===== src/rtl/lsel_pkg.sv =====
package lsel_pkg;

    typedef enum logic [1:0] {
        PH_IDLE  = 2'd0,
        PH_COUNT = 2'd1,
        PH_GATE  = 2'd2
    } phase_t;

    localparam logic [1:0] MODE_EVERY = 2'b00;
    localparam logic [1:0] MODE_EVEN  = 2'b01;
    localparam logic [1:0] MODE_ODD   = 2'b10;

    localparam int MIN_LINE = 3;

endpackage


===== src/rtl/lsel_edge.sv =====
module lsel_edge #(
    parameter int N = 3
) (
    input  logic         clk,
    input  logic         rst_n,
    input  logic [N-1:0] sig,
    output logic [N-1:0] rise,
    output logic [N-1:0] fall
);
    logic [N-1:0] prev_d, prev_q;

    always_comb begin
        prev_d = sig;
    end

    always_ff @(posedge clk) begin
        if (!rst_n) prev_q <= '0;
        else        prev_q <= prev_d;
    end

    for (genvar i = 0; i < N; i++) begin : g_bit
        assign rise[i] = sig[i] & ~prev_q[i];
        assign fall[i] = ~sig[i] & prev_q[i];
    end
endmodule


===== src/rtl/lsel_qual.sv =====
module lsel_qual
    import lsel_pkg::*;
(
    input  logic [1:0] mode,
    input  logic       vs_fall,
    input  logic       fld_rise,
    input  logic       fld_fall,
    output logic       load
);
    always_comb begin
        case (mode)
            MODE_EVEN: load = fld_fall;
            MODE_ODD:  load = fld_rise;
            default:   load = vs_fall;
        endcase
    end
endmodule


===== src/rtl/lsel_core.sv =====
module lsel_core
    import lsel_pkg::*;
#(
    parameter int LINE_W = 11,
    parameter int RUN_W  = 4
) (
    input  logic              clk,
    input  logic              rst_n,
    input  logic              load,
    input  logic              step,
    input  logic [LINE_W-1:0] line_sel,
    input  logic [RUN_W-1:0]  run_len,
    output logic              gate,
    output logic              counting
);
    localparam int CNT_W = ((LINE_W > RUN_W) ? LINE_W : RUN_W) + 1;

    typedef struct packed {
        phase_t           phase;
        logic [CNT_W-1:0] cnt;
        logic [RUN_W-1:0] run;
    } core_st_t;

    core_st_t st_d, st_q;

    always_comb begin
        st_d = st_q;
        if (load) begin
            if (int'(line_sel) >= MIN_LINE) begin
                st_d.phase = PH_COUNT;
                st_d.cnt   = CNT_W'(line_sel) + CNT_W'(2);
                st_d.run   = (run_len == '0) ? RUN_W'(1) : run_len;
            end else begin
                st_d.phase = PH_IDLE;
                st_d.cnt   = '0;
            end
        end else if (step) begin
            case (st_q.phase)
                PH_COUNT: begin
                    if (st_q.cnt == CNT_W'(1)) begin
                        st_d.phase = PH_GATE;
                        st_d.cnt   = CNT_W'({st_q.run, 1'b0});
                    end else begin
                        st_d.cnt = st_q.cnt - CNT_W'(1);
                    end
                end
                PH_GATE: begin
                    if (st_q.cnt == CNT_W'(1)) begin
                        st_d.phase = PH_IDLE;
                        st_d.cnt   = '0;
                    end else begin
                        st_d.cnt = st_q.cnt - CNT_W'(1);
                    end
                end
                default: st_d.phase = PH_IDLE;
            endcase
        end
    end

    always_ff @(posedge clk) begin
        if (!rst_n) begin
            st_q.phase <= PH_IDLE;
            st_q.cnt   <= '0;
            st_q.run   <= '0;
        end else begin
            st_q <= st_d;
        end
    end

    assign gate     = (st_q.phase == PH_GATE);
    assign counting = (st_q.phase == PH_COUNT);
endmodule


===== src/rtl/vil_line_selector.sv =====
module vil_line_selector #(
    parameter int LINE_W = 11,
    parameter int RUN_W  = 4
) (
    input  logic              clk,
    input  logic              rst_n,
    input  logic              csync,
    input  logic              vsync,
    input  logic              field_odd,
    input  logic [1:0]        field_mode,
    input  logic [LINE_W-1:0] line_sel,
    input  logic [RUN_W-1:0]  run_len,
    output logic              line_gate
);
    logic [2:0] ev_rise, ev_fall;
    logic       sync_step;
    logic       load_pulse;
    logic       counting;

    lsel_edge #(.N(3)) u_edge (
        .clk   (clk),
        .rst_n (rst_n),
        .sig   ({field_odd, vsync, csync}),
        .rise  (ev_rise),
        .fall  (ev_fall)
    );

    assign sync_step = ev_rise[0] | ev_fall[0];

    lsel_qual u_qual (
        .mode     (field_mode),
        .vs_fall  (ev_fall[1]),
        .fld_rise (ev_rise[2]),
        .fld_fall (ev_fall[2]),
        .load     (load_pulse)
    );

    lsel_core #(.LINE_W(LINE_W), .RUN_W(RUN_W)) u_core (
        .clk      (clk),
        .rst_n    (rst_n),
        .load     (load_pulse),
        .step     (sync_step),
        .line_sel (line_sel),
        .run_len  (run_len),
        .gate     (line_gate),
        .counting (counting)
    );
endmodule


===== config.mk =====
export PLATFORM = sky130hd
export DESIGN_NAME = vil_line_selector
export DESIGN_NICKNAME = d
export VERILOG_FILES = /design/src/rtl/lsel_pkg.sv /design/src/rtl/lsel_edge.sv /design/src/rtl/lsel_qual.sv /design/src/rtl/lsel_core.sv /design/src/rtl/vil_line_selector.sv
export SDC_FILE = /design/constraint.sdc
export NUM_CORES = 1
export LEC_CHECK = 0
export ABC_AREA = 0
export BUFFER_PORTS_ARGS = -buffer_cell sky130_fd_sc_hd__buf_4
export CAP_MARGIN = 20
export CORE_MARGIN = 2
export CORE_UTILIZATION = 45
export DETAILED_ROUTE_END_ITERATION = 12
export PLACE_DENSITY = 0.68
export SETUP_SLACK_MARGIN = 0.3
export SLEW_MARGIN = 10
export SYNTH_ARGS = -nofsm -noshare
export SYNTH_HDL_FRONTEND = slang
export SYNTH_SLANG_ARGS = --single-unit

===== constraint.sdc =====
create_clock -name clk -period 3.5 [get_ports clk]
set_input_delay 0.7 -clock clk [delete_from_list [all_inputs] [get_ports clk]]
set_output_delay 0.7 -clock clk [all_outputs]
set_load 0.03 [all_outputs]

==> Word-level counts from Yosys, hierarchy flattened <==
Index checks and enable logic that the tools add are counted.
Widths: inputs -> output; s select.
{ "op_classes": {"add_sub_neg": 2, "bitwise": 11, "muxes": 11, "eq_ne": 7, "reduce_logical": 6, "n_lt_le_gt_ge": 1} }
{ "ops": {"columns": ["cell", "count"], "rows": [
  ["$mux 14", 2],
  ["$mux 12", 2],
  ["$pmux 12 s2", 1],
  ["$mux 13", 1],
  ["$add 11x2->12 const B", 1],
  ["$eq 12x1->1 const B", 1],
  ["$sub 12x1->12 const B", 1],
  ["$ge 11x2->1 const B", 1],
  ["$and 1x1->1", 5],
  ["$not 1->1", 5],
  ["$eq 2x1->1 const B", 2],
  ["$eq 2x2->1 const B", 2],
  ["$logic_not 4->1", 1],
  ["$mux 2", 2],
  ["$mux 4", 1],
  ["$pmux 2 s2", 1],
  ["$reduce_and 2->1", 2],
  ["$ne 3x1->1 const B", 1],
  ["$ne 3x2->1 const B", 1],
  ["$reduce_and 3->1", 1],
  ["$reduce_bool 3->1", 1],
  ["$pmux 1 s2", 1],
  ["$reduce_bool 2->1", 1],
  ["$or 1x1->1", 1]
]} }
{ "word_totals": {"inputBits": 22, "reg_bits": 21} }

==> Logic depth before layout (Yosys ltp) <==
{ "depth": {"depth_word": 5, "mapped_depth": 9, "ltp_nobuf": 7} }

==> Hierarchy <==
Synthesis repeated with hierarchy kept, for this count alone.
{ "hier_totals": {"cells_unflattened": 188, "area_unflattened_um2": 1496.4} }
{ "by_module_without_submodules": {"columns": ["module", "seq_area_each_um2", "area_per_inst_um2", "cells_each", "n_inst"], "rows": [
  ["lsel_core", 360.3, 1325.0, 168, 1],
  ["lsel_edge", 60.1, 116.4, 12, 1],
  ["lsel_qual", 0.0, 48.8, 7, 1],
  ["vil_line_selector", 0.0, 6.3, 1, 1]
]} }

==> Worst setup path before layout <==
Ideal clock, no wire load.
{ "synth_path": {"kind": "in2reg", "startpoint": "input field_mode[0]", "endpoint": "register u_core.st_q[12] (netlist bit)", "setup_time_ps": 130, "t_arrival_ps": 2187, "t_required_ps": 3370, "n_path_buf": 2, "setup_slack_ps": 1183, "cell_stages": 9, "cell_sequence": "inv_1 ha_1 and3b_1 nor3_1 clkbuf_1 nand2_1 clkbuf_1 o21ai_0 a21oi_1"} }
{ "synth_between": {"elab_chain_cells": 4} }
{ "synth_rtl": {"columns": ["item", "line", "source"], "rows": [
  ["start, declared", "vil_line_selector.sv:10", "input logic [1:0] field_mode,"],
  ["$eq 2x2->1 or $eq 2x1->1 (tied branches)", "lsel_qual.sv:11", "case (mode)"],
  ["$pmux 1 s2 (*)", "lsel_qual.sv:11", null],
  ["$reduce_bool 3->1 (no source line) or $reduce_bool 2->1 (tied branches)", null, null],
  ["$reduce_and 2->1 (no source line)", null, null],
  ["end signal, assigned", "lsel_core.sv:66", "st_q <= st_d;"],
  ["end, declared", "lsel_core.sv:24", "core_st_t st_d, st_q;"]
]} }
Mark *: on every way between the ends. The rest lies on a longest branch, timed or not.
A chain may end at the register's enable or synchronous reset.

==> Final worst setup path <==
{ "layout_path": {"startpoint": "input field_mode[0]", "endpoint": "register u_core.st_q[15] (netlist bit)"} }
The elaborated chain is that of the path after synthesis.

==> out/metrics.yaml <==
cp_data_arrival_time_ns: 2.64
routed_wl_mm: 3.26
syn2layout_area_growth_pct: 16.6
p_comb_share_pct: 37.3
p_leak_nw: 0.704
detailroute.via_count: 1324
clk-insertion-delay-late_ns: 0.30
numPortBuffers: 22
crit_path_max_fanout: 15
synthDistinctLibCells: 41
p_int_w: 0.000421
slew-limit-headroom_pct: 52.4
rows: 20
overflow: 0
drtPass1Iterations: 4
fin_nets: 227
period_needed_ns: 2.40
max_freq_mhz: 416
p_seq_share_pct: 44.8
worstSetupStartpointType: "primary input"
cts_resized: 0
diodes: 0
grt_max_degree: 16
path_class: "primary input to register"
irDropWorstVdd_v: 0.000273
clock_skew_ns: 0.00723
instances_no_fill: 240
hold_buffers: 0
ctsHtreeMaxLevel: 1
synth-edff-count: 0
cellPowerDensity_nw_per_um2: 385
drc: 0
setup_viol: 0
p_total_w: 0.000636
dp_hpwl_mm: 2.61
cts_buffers: 3
finalHoldViolCount: 0
cts_buffer_depth: 2
drv_slew: 0
grt_pass1_vias: 1336
end_kind: "register"
synth_warnings: 0
start_util_pct: 46.8
dieHeight_um: 60.1
cts_tree: "yes"
utilization_pct: 54.6
synthFlopType: "dfxtp_1"
tns_ns: 0
postRouteAntennaNets: 0
drtIter0Drc: 34
worst_pin_slew_ns: 0.708
synth.net_count: 204
clkPwrFrac_pct: 17.9
cts-root-buf: "clkbuf_4"
dp.cells: 236
fillCellCount: 298
avgSynthCellArea_um2: 8.15
ys_seq_area_share_pct: 29.7
grt_pass1_wl_mm: 5.97
groute.usage.overall_pct: 21.4
syn-cell-area_um2: 1420
power_switching_w: 0.000214
fp.dieArea_um2: 3620
period_share_pct: 68.7
status: "completed"
io-pin-count: 23
grt_antenna_before_repair: 0
detail_route.wl_per_cell_um: 13.6
die_w_um: 60.1
swShare_pct: 33.7
async_flop_share_pct: 0
dpl_cell_area_um2: 1630
drive_gt1_share_pct: 18.4
design_area_um2: 1650
ys_seq_elements: 21
core_area_um2: 3030
place_congestion: 0.851
via_per_inst: 5.52
hold_class: "register to register"
synthCells: 174
critical_path_required_ns: 3.74
max_cap_violations: 0
post-cts-setup-buffers: 0
clk_pin_slew_ns: 0.12
clock-sinks: 21
rsz0062_at_grt: "false"
logic make-up (layout without fill, tap and decap cells):
group / Yosys count / in the layout / synth area share [%]
mux: 7 / 7 / 5.03
fa+ha+maj: 8 / 8 / 7.06
buf+inv: 15 / 37 / 4.06
compound gates: 40 / 40 / 18.0
xor+xnor: 15 / 15 / 9.27
simple gates: 68 / 68 / 26.9
flops: 21 / 21 / 29.7
stage by stage:
step / hold WS [ns] / setup WS (ns)
3_3_place_gp: 0.495 / 0.854
6_report: 0.522 / 1.10
5_1_grt: 0.580 / 0.922
4_1_cts: 0.529 / 1.10
2_1_floorplan: 0.455 / 1.18
3_5_place_dp: 0.508 / 0.783
cells in the mapped netlist, drive strengths merged (5+ instances only):
master  instances  area (µm²)
dfxtp          21         420
nor2           17        63.8
o21ai          12        60.1
a21oi          11        55.1
inv            10        37.5
ha              8         100
nand2           8        30.0
nor3            8        40.0
xor2            8        70.1
xnor2           7        61.3
mux2i           6        60.1
nand3           5        25.0
nand4           5        37.5
o22a            5        43.8
or2             5        31.3
flip-flops by register name, summed over array words and instances, names as in the netlist:
| signal | cells |
|---|---|
| u_core.st_q | 18 |
| u_edge.prev_q | 3 |
metal layers:
layer  routed length [µm]  global-route usage [%]  vias to the layer above
met5                    0                       0                        -
met4                   50                    4.76                        0
met3                  147                    4.11                        6
met2                 1650                    36.3                       36
met1                 1420                    27.9                      609
li1                     -                       -                      673
layout make-up:
cell class / instances / area (µm²) / area share [%]
Multi-Input combinational cell: 138 / 940 / 56.9
Inverter: 10 / 37.5 / 2.27
Clock buffer: 3 / 22.5 / 1.36
Sequential cell: 21 / 420 / 25.4
Clock inverter: 1 / 5.00 / 0.303
Tap cell: 44 / 55.1 / 3.33
Timing Repair Buffer: 23 / 173 / 10.4
cells in the final DEF (no fill, tap or decap), types with 4 or more instances in the layout:
cell type	Yosys	final
a21oi_1	11	11
buf_4	0	23
dfxtp_1	21	21
ha_1	8	8
inv_1	10	10
mux2i_1	6	6
nand2_1	8	8
nand3_1	5	5
nand4_1	4	4
nor2_1	17	17
nor3_1	8	8
o21ai_0	12	12
o22a_1	5	5
or2_2	5	5
xnor2_1	7	7
xor2_1	8	8
critical path: stages:
cell and delay, ns:
buf_4 0.08, inv_1 0.03, ha_1 0.31, nor4bb_1 0.27, nor3_1 0.09, buf_4 0.18
a41o_1 0.41, or3_1 0.44, a21oi_1 0.12
worst paths after layout:
path | end | cells past startpoint | startpoint | slack, ns
hold reg to reg | u_core.st_q[0] | 2 | u_core.st_q[0] | 0.52
hold / removal | u_core.st_q[0] | 2 | u_core.st_q[0] | 0.52
setup reg to reg | u_core.st_q[14] | 7 | u_core.st_q[5] | 1.34
setup / recovery | u_core.st_q[15] | 9 | field_mode[0] | 1.10
power by group through the flow:
stage / clock network (W) / registers (W) / logic, W
2_1_floorplan: 0 / 0.000283 / 0.000177
3_3_place_gp: 0 / 0.000289 / 0.000229
3_5_place_dp: 0 / 0.000289 / 0.000236
4_1_cts: 0.000118 / 0.000284 / 0.000237
5_1_grt: 0.000127 / 0.000289 / 0.000268
6_report: 0.000114 / 0.000285 / 0.000237
(Power assumes the default switching activity.)
